**src/rtl/lpw_pkg.sv**
```systemverilog
// Package: shared types of the line power controller.
// Assumes: nothing beyond IEEE 1800-2017.
package lpw_pkg;
    // States of the transmit-driver wake sequencer.
    typedef enum logic [1:0] {
        WK_DOWN = 2'd0,
        WK_RAMP = 2'd1,
        WK_UP   = 2'd2
    } wake_st_t;

    // Number of flops in front of any asynchronous input.
    localparam int unsigned SYNC_STAGES = 2;
endpackage

```
**src/rtl/lp_sync2.sv**
```systemverilog
// Module: lp_sync2
// Two-flop synchroniser for W independent asynchronous bits.
// Assumes: each bit is a level, and a stale sample for one cycle is harmless.
module lp_sync2 #(
    parameter int unsigned W = 1
) (
    input  logic         clk,
    input  logic         rst_n,
    input  logic [W-1:0] d,
    output logic [W-1:0] q
);
    logic [W-1:0] meta_q;

    // Capture, then re-time each bit; resets to all zeros.
    always_ff @(posedge clk) begin
        if (!rst_n) begin
            meta_q <= '0;
            q      <= '0;
        end else begin
            meta_q <= d;
            q      <= meta_q;
        end
    end
endmodule

```
**src/rtl/lp_sync_edge.sv**
```systemverilog
// Module: lp_sync_edge
// Synchronises W data lines and flags, per line, a change between
// consecutive synchronised samples (either polarity).
// Assumes: input pulses last longer than two clock periods.
module lp_sync_edge #(
    parameter int unsigned W = 6
) (
    input  logic         clk,
    input  logic         rst_n,
    input  logic [W-1:0] raw,
    output logic [W-1:0] chg
);
    logic [W-1:0] lvl;
    logic [W-1:0] prev_q;

    lp_sync2 #(.W(W)) u_sync (
        .clk  (clk),
        .rst_n(rst_n),
        .d    (raw),
        .q    (lvl)
    );

    // Hold the previous synchronised sample of every line.
    always_ff @(posedge clk) begin
        if (!rst_n) prev_q <= '0;
        else        prev_q <= lvl;
    end

    // Per-line change flag.
    for (genvar i = 0; i < W; i++) begin : g_chg
        assign chg[i] = lvl[i] ^ prev_q[i];
    end
endmodule

```
**src/rtl/lp_idle_timer.sv**
```systemverilog
// Module: lp_idle_timer
// Inactivity timer with a sticky expired flag. A forced-off interface
// sets the flag, a hold clears the count, and a kick restarts the window.
// Expiry happens when the count reaches IDLE_CYCLES - 1 without a kick.
// Assumes: IDLE_CYCLES >= 2 and CNT_W is wide enough for IDLE_CYCLES - 1.
module lp_idle_timer #(
    parameter int unsigned IDLE_CYCLES = 100,
    parameter int unsigned CNT_W       = 7
) (
    input  logic             clk,
    input  logic             rst_n,
    input  logic             off_ok,
    input  logic             hold,
    input  logic             kick,
    output logic             expired,
    output logic [CNT_W-1:0] cnt
);
    localparam logic [CNT_W-1:0] LAST = CNT_W'(IDLE_CYCLES - 1);

    // Priority: forced off, then hold or kick, then counting.
    always_ff @(posedge clk) begin
        if (!rst_n) begin
            expired <= 1'b1;
            cnt     <= '0;
        end else if (!off_ok) begin
            expired <= 1'b1;
            cnt     <= '0;
        end else if (hold || kick) begin
            expired <= 1'b0;
            cnt     <= '0;
        end else if (!expired) begin
            if (cnt == LAST) begin
                expired <= 1'b1;
                cnt     <= '0;
            end else begin
                cnt <= cnt + 1'b1;
            end
        end
    end
endmodule

```
**src/rtl/lp_wake_seq.sv**
```systemverilog
// Module: lp_wake_seq
// Delays transmit-driver enable by WAKE_CYCLES after the pump turns on,
// and drops it at once when the pump turns off.
// Assumes: WAKE_CYCLES >= 1.
module lp_wake_seq
    import lpw_pkg::*;
#(
    parameter int unsigned WAKE_CYCLES = 10
) (
    input  logic clk,
    input  logic rst_n,
    input  logic pump,
    output logic drv_ok
);
    localparam int unsigned   WC_W = (WAKE_CYCLES < 2) ? 1 : $clog2(WAKE_CYCLES + 1);
    localparam logic [WC_W-1:0] LAST = WC_W'(WAKE_CYCLES - 1);

    wake_st_t        st;
    logic [WC_W-1:0] cnt;

    // Step DOWN -> RAMP -> UP while the pump stays on.
    always_ff @(posedge clk) begin
        if (!rst_n) begin
            st  <= WK_DOWN;
            cnt <= '0;
        end else if (!pump) begin
            st  <= WK_DOWN;
            cnt <= '0;
        end else begin
            case (st)
                WK_DOWN: begin
                    if (WAKE_CYCLES == 1) begin
                        st <= WK_UP;
                    end else begin
                        st  <= WK_RAMP;
                        cnt <= WC_W'(1);
                    end
                end
                WK_RAMP: begin
                    if (cnt == LAST) st  <= WK_UP;
                    else             cnt <= cnt + 1'b1;
                end
                WK_UP:   st <= WK_UP;
                default: st <= WK_DOWN;
            endcase
        end
    end

    assign drv_ok = (st == WK_UP);
endmodule

```
**src/rtl/linepwr_ctrl.sv**
```systemverilog
// Module: linepwr_ctrl (top)
// Activity-based power control for a serial line interface. It
// synchronises all inputs, restarts an idle window on any data change,
// applies force-off / force-on overrides and sequences the driver enable.
// Assumes: one clock; all inputs asynchronous to it.
module linepwr_ctrl #(
    parameter int unsigned N_TX        = 3,
    parameter int unsigned N_RX        = 3,
    parameter int unsigned IDLE_CYCLES = 32'd3000000000,
    parameter int unsigned WAKE_CYCLES = 10000
) (
    input  logic            clk,
    input  logic            rst_n,
    input  logic [N_TX-1:0] tx_data,
    input  logic [N_RX-1:0] rx_data,
    input  logic            force_off_n,
    input  logic            force_on,
    output logic            pump_en,
    output logic            tx_drv_en
);
    localparam int unsigned N_MON = N_TX + N_RX;
    localparam int unsigned CNT_W = $clog2(IDLE_CYCLES);

    logic [N_MON-1:0] chg;
    logic [1:0]       ctl_s;
    logic             off_n_s;
    logic             fon_s;
    logic             any_edge;
    logic             tmr_expired;
    logic [CNT_W-1:0] tmr_cnt;
    logic             drv_ok;

    lp_sync_edge #(.W(N_MON)) u_data (
        .clk  (clk),
        .rst_n(rst_n),
        .raw  ({rx_data, tx_data}),
        .chg  (chg)
    );

    lp_sync2 #(.W(2)) u_ctl (
        .clk  (clk),
        .rst_n(rst_n),
        .d    ({force_on, force_off_n}),
        .q    (ctl_s)
    );

    assign off_n_s  = ctl_s[0];
    assign fon_s    = ctl_s[1];
    assign any_edge = |chg;

    lp_idle_timer #(.IDLE_CYCLES(IDLE_CYCLES), .CNT_W(CNT_W)) u_tmr (
        .clk    (clk),
        .rst_n  (rst_n),
        .off_ok (off_n_s),
        .hold   (fon_s),
        .kick   (any_edge),
        .expired(tmr_expired),
        .cnt    (tmr_cnt)
    );

    // Pump runs while not forced off and the idle window is open.
    assign pump_en = off_n_s & ~tmr_expired;

    lp_wake_seq #(.WAKE_CYCLES(WAKE_CYCLES)) u_wake (
        .clk   (clk),
        .rst_n (rst_n),
        .pump  (pump_en),
        .drv_ok(drv_ok)
    );

    // Drivers only with the pump on and the delay done.
    assign tx_drv_en = pump_en & drv_ok;
endmodule

```
**config.mk**
```make
export PLATFORM = sky130hd
export DESIGN_NAME = linepwr_ctrl
export DESIGN_NICKNAME = d
export VERILOG_FILES = /design/src/rtl/lpw_pkg.sv /design/src/rtl/lp_sync2.sv /design/src/rtl/lp_sync_edge.sv /design/src/rtl/lp_idle_timer.sv /design/src/rtl/lp_wake_seq.sv /design/src/rtl/linepwr_ctrl.sv
export SDC_FILE = /design/constraint.sdc
export NUM_CORES = 1
export LEC_CHECK = 0
export BUFFER_PORTS_ARGS = -buffer_cell sky130_fd_sc_hd__clkbuf_2
export CORE_ASPECT_RATIO = 0.8
export CORE_UTILIZATION = 45
export DETAILED_ROUTE_END_ITERATION = 8
export HOLD_SLACK_MARGIN = 0.1
export PLACE_DENSITY_LB_ADDON = 0.12
export SKIP_CTS_REPAIR_TIMING = 1
export SYNTH_ARGS = -nofsm -noshare
export SYNTH_HDL_FRONTEND = slang
export SYNTH_SLANG_ARGS = --single-unit
```
**constraint.sdc**
```tcl
create_clock -name clk -period 4 [get_ports clk]
set_clock_uncertainty 0.05 [all_clocks]
set_input_delay 0.8 -clock clk [delete_from_list [all_inputs] [get_ports clk]]
set_output_delay 0.8 -clock clk [all_outputs]
set_load 0.05 [all_outputs]
```
======== Yosys cells after proc, flatten, opt, wreduce, memory -nomap -nowiden ========
Cells that the tools add are included.
word-level totals
  register bits after elaboration ......... 71
  input port bits ......................... 10
  output and inout port bits .............. 2
  word-level logic and storage cells ...... 44
cells by class
  add/subtract/negate cells ............... 2
  equal/unequal tests ..................... 6
  multiplexer cells ....................... 8
  bitwise gates (word level) .............. 11
  reduce and logical (&&, ||, !) cells .... 8
operators by type and width
  operator               count
  $add 32x1->32 const B  1
  $eq 32x32->1 const B   1
  $mux 32                1
  $pmux 14 s2            1
  $add 14x1->14 const B  1
  $eq 14x14->1 const B   1
  $mux 14                1
  $pmux 2 s3             1
  $reduce_and 2->1       3
  $reduce_or 6->1        1
  $xor 1x1->1            6
  $mux 1                 3
  $not 1->1              3
  $reduce_or 3->1        1
  $and 1x1->1            2
  $eq 2x1->1 const B     1
  $eq 2x2->1 const B     1
  $logic_not 2->1        1
  $mux 2                 1
  $ne 2x1->1 const B     1
  $ne 2x2->1 const B     1
  $reduce_bool 2->1      1
  $logic_or 1x1->1       1

======== Depth between registers and ports, before layout ========
  word-level depth ........................ 4
  mapped depth ............................ 7

======== Modules after synthesis ========
Synthesis repeated with hierarchy kept, for this count alone.
second synthesis, totals
  cells, all modules ...................... 346
  area total of the unflattened synthesis .. 3310.7 um^2
by module, submodules not included
  module                     instances  cells an instance  area each (um^2)  sequential area each (um^2)
  lp_idle_timer              1          189                1686.6            660.6
  lp_wake_seq                1          101                943.4             320.3
  lp_sync2 at u_data.u_sync  1          25                 336.6             240.2
  lp_sync_edge               1          18                 210.2             120.1
  lp_sync2 at u_ctl          1          8                  105.1             80.1
  linepwr_ctrl               1          5                  28.8              0.0

======== Worst setup path after synthesis ========
Ideal clock, no wire load.
  path type ............................... flip-flop to output port
  start ................................... reg u_tmr.expired
  end ..................................... out tx_drv_en
  arrival ................................. 1.757 ns
  slack ................................... 1.393 ns
  stages on the path, launching flop included .. 4
  buffers on the path ..................... 1
  path through ............................ dfxtp_1 > buf_4 > nor2b_1 > and2_1
on the way
  cells in the longest elaborated chain, start to end .. 3
RTL lines
  item                    RTL line             text
  from (decl)             lp_idle_timer.sv:15  output logic expired,
  from (signal assigned)  lp_idle_timer.sv:23  expired <= 1'b1;
  from (signal assigned)  lp_idle_timer.sv:26  expired <= 1'b1;
  from (signal assigned)  lp_idle_timer.sv:29  expired <= 1'b0;
  $not 1->1               linepwr_ctrl.sv:62   assign pump_en = off_n_s & ~tmr_expired;
  $and 1x1->1             linepwr_ctrl.sv:62
  via pump_en             linepwr_ctrl.sv:18   output logic pump_en,
  $and 1x1->1             linepwr_ctrl.sv:72   assign tx_drv_en = pump_en & drv_ok;
  to (decl)               linepwr_ctrl.sv:19   output logic tx_drv_en
The timed path passes the listed nets, and every way through them passes these cells.

======== Final worst setup path ========
  start ................................... reg u_tmr.cnt[0]
  end ..................................... reg u_tmr.cnt[30]
on the way
  cells in the longest elaborated chain, start to end .. 2
  elaborated cells on any way between the ends .. 3
  those cells by class .................... 1 x add/sub; 1 x eq/ne; 1 x mux
RTL lines
  item                                           RTL line                                  text
  from (decl)                                    lp_idle_timer.sv:16                       output logic [CNT_W-1:0] cnt
  from (signal assigned)                         lp_idle_timer.sv:36                       cnt <= cnt + 1'b1;
  $add 32x1->32 or $eq 32x32->1 (tied branches)  lp_idle_timer.sv:36, lp_idle_timer.sv:32
  $mux 32 (*)                                    lp_idle_timer.sv:32                       if (cnt == LAST) begin
Mark *: on every way between the ends. The rest lies on a longest branch, timed or not.
A chain may end at the register's enable or synchronous reset.

==> results.md <==
* Worst reg2reg path depth at 6
* RSZ-0062 raised after global routing: false
* Total track usage at 16.7%
* Sum Neg Setup Slack at 0 ns
* Final nets at roughly 360
* Total Power at approximately 1.3 mW
* Chip height at about 76 microns
* Core ar. at 6510 sq um
* Initial antenna violation count at 0
* Transition time of the tightest slew-check pin at 0.638 ns
* Pwr dens at a little under 400 nW/um^2
* ANT nets after route at 0
* Crit path depth at 6
* Fill count at between 600 and 700
* 1st-pass router iterations at 4
* Post-Synth Simple-Gate Area at a little under a third
* FP Rows at 26
* Vias in the first global route at roughly 2,000
* Clk Latency, worst-skew pair at ~0.36 ns
* Rel. slew slack at between 50% and 60%
* Global-route wire length before repair at roughly 9300 microns
* Cell count after synthesis at 335
* CP max stage delay at 0.64 ns
* Inserted Clock Buffers at 9
* Worst endpoint required time at ~4.2 ns
* Netlist Area Pre-Place at between 3000 and 4000 sq um
* Distinct cells, synth at between 40 and 50
* Reg-to-reg endpoint: u_tmr.cnt[30]
* Final Max Slew Viols at 0
* N_diodes at 0
* Reg2reg start: u_tmr.cnt[0]
* Share of layout cells above drive strength 1 at a little under an eighth
* Area occupied by multi-input gates at about 1600 sq um
* Clk slew on worst S/H paths at 0.08 ns
* Largest net degree at the start of global routing at 33
* Worst min-delay path class: register to register
* Avg WL per Cell at between 10 and 15 microns
* # DRC at 0
* Xor/xnor share of the synthesized area at roughly 13%
* WS Path Type: register to register
* Htree depth at 3
* Main combinational cell family by area after synthesis: simple AND/OR/NAND/NOR gates
* WHS Path Cells at 1
* Total gr overflow at 0
* Chip Width at approximately 94 microns
* Final WL at roughly 5200 microns
* DPL Wire Length at between 3000 and 4000 microns
* Post-synthesis mux area share at 0.325%
* Crit-path leading delay family: simple AND/OR/NAND/NOR gates
* Clock tree buffer depth at 2
* Area delta synth->final at 10.3%
* Tmin final at ~2.4 ns
* Worst hold slack at ~0.39 ns
* Number of synthesized flops with an enable pin at 0
* Sink Count at slightly above 70
* Gp weighted congestion at 0.733
* VDD IR-drop max at 0.296 mV
* IO Port Bufs at 11
* Status: completed
* CP Buf/Inv Count at 0
* Ys async rst share at 0%
* Max Fclk at a little over 0.4 GHz
* Register area share after synthesis at about 46%
* R2R setup slack at 1.59 ns
* Hold Vio Cnt, Final at 0
* Synth Flop Type: dfxtp_1
* Post-route clock period utilization at 60.2%
* Post-DP Area at around 3200 sq um
* Endpoints failing setup at 0
* Syn_area_per_cell at between 9 and 10 sq um
* Via density at approximately 5
* CTS tree: done
* Compound-Gate Fraction of Synth Area at under 10%
* Critical Path Sink: u_tmr.cnt[30]
* First DRT Iteration DRCs at between 80 and 90
* Worst Setup SP: u_tmr.cnt[0]
* Worst Setup End Kind: register
* Critical path startpoint category: register
* CP Data Arrival Time at about 2.6 ns
* Ys Warns at 0
* Synth Register Bits at 71
* Finished Cell Area at ~3400 sq um
* Cell leakage power at 1.14 nW
* Max-capacitance violation count at 0
* Cells along the critical path: ha_1 > nor3b_1 > nand4_1 > nor4_1 > a21bo_2 > nor2_1
* CTS root buffer: clkbuf_8
* Syn Nets at 350
* I/O pins at 12
* Adder-cell share of the synthesized area at slightly above 2%
* Die Area at slightly above 7000 sq um
* Initial Utilization at a little under half
* FF/Latch Area at around 1400 sq um
* Critical-path top delay cell: a21bo_2
* Vias post-DR at roughly 2,200
* Critical path peak fanout at 32
kinds of logic (layout without fill, tap and decap cells):
kind of cell | count (synthesis) | after routing
AOI/OAI and AO/OA | 24 | 24
xor gates and xnor gates | 47 | 47
adders and majority gates | 5 | 5
buffers and inverters | 18 | 34
DFF | 71 | 71
muxes | 1 | 1
and+or+nand+nor | 169 | 169
through the flow:
stage | util [%] | instances | setup slack, ns
floorplan | - | 335 | 1.39
global placement | 48.9 | 419 | 1.57
detailed placement | 48.9 | 419 | 1.55
CTS | 52.1 | 435 | 1.56
global route | 52.1 | 435 | 1.38
finish | 52.1 | 435 | 1.59
cell type report:
cell class / count / area share (%)
timing repair buffer: 12 / 1.84
tap: 84 / 3.10
sequential: 71 / 41.9
clock inverter: 6 / 2.18
multi-input combinational: 246 / 46.3
clock buffer: 10 / 4.06
inverter: 6 / 0.664
registers in the layout (all words and copies together), names as in the netlist:
name,count
u_ctl.meta_q,2
u_ctl.q,2
u_data.prev_q,6
u_data.u_sync.meta_q,6
u_data.u_sync.q,6
u_tmr.cnt,32
u_tmr.expired,1
u_wake.cnt,14
u_wake.st,2
cell usage in the layout, fill, tap and decap left out, types with 2 or more instances in the layout:
cell and instances:
nand4b_1 3, a21oi_1 12, or3_1 2, nor4_1 6, nor4b_1 2, and4_1 3
nor2b_1 2, xor2_1 12, nand2_1 20, and3_2 2, ha_1 5, dfxtp_1 71
and4_2 3, inv_6 4, nand4_1 12, nand3_1 10, clkbuf_8 10, xnor2_1 35
nor2_1 55, clkbuf_2 11, nor3_1 12, and3_1 2, and2_1 24, a211oi_1 4
inv_1 6, nor3b_1 2
synth_stat cells, types with 2 or more instances:
master | count | area, sq um
buf_2 | 5 | 25.0
and3_1 | 2 | 12.5
dfxtp_1 | 71 | 1420
and2_1 | 24 | 150
or3_1 | 2 | 12.5
and3_2 | 2 | 15.0
nand2_1 | 20 | 75.1
clkbuf_1 | 5 | 18.8
and4_2 | 3 | 30.0
and4_1 | 3 | 26.3
xnor2_1 | 35 | 307
inv_1 | 6 | 22.5
nor3_1 | 12 | 60.1
nand4b_1 | 3 | 26.3
a21oi_1 | 12 | 60.1
nor4_1 | 6 | 37.5
a211oi_1 | 4 | 30.0
nor4b_1 | 2 | 17.5
nand4_1 | 12 | 75.1
nor3b_1 | 2 | 15.0
nor2_1 | 55 | 206
xor2_1 | 12 | 105
ha_1 | 5 | 62.6
nor2b_1 | 2 | 12.5
nand3_1 | 10 | 50.1
layer usage:
metal | vias to the layer above | share of wire (%) | track usage (%)
met5 | - | 0 | 0
met4 | 0 | 1.7 | 9.69
met3 | 7 | 3.4 | 5.12
met2 | 30 | 40 | 22.5
met1 | 989 | 55 | 23.1
li1 | 1157 | - | -
report_power, final:
part,switching (mW),internal [mW]
logic,0.00895,0.0113
registers,0.00363,0.716
clock network,0.287,0.315
total,0.299,1.04
worst min-delay path by stage:
stage / to / slack [ns] / startpoint
finish: u_data.u_sync.q[2] / 0.39 / u_data.u_sync.meta_q[2]
global route: u_data.u_sync.q[0] / 0.41 / u_data.u_sync.meta_q[0]
CTS: u_ctl.q[0] / 0.39 / u_ctl.meta_q[0]
detailed placement: u_ctl.q[0] / 0.37 / u_ctl.meta_q[0]
global placement: u_data.u_sync.q[5] / 0.36 / u_data.u_sync.meta_q[5]
floorplan: u_data.u_sync.q[0] / 0.36 / u_data.u_sync.meta_q[0]
(Power assumes the default switching activity.)
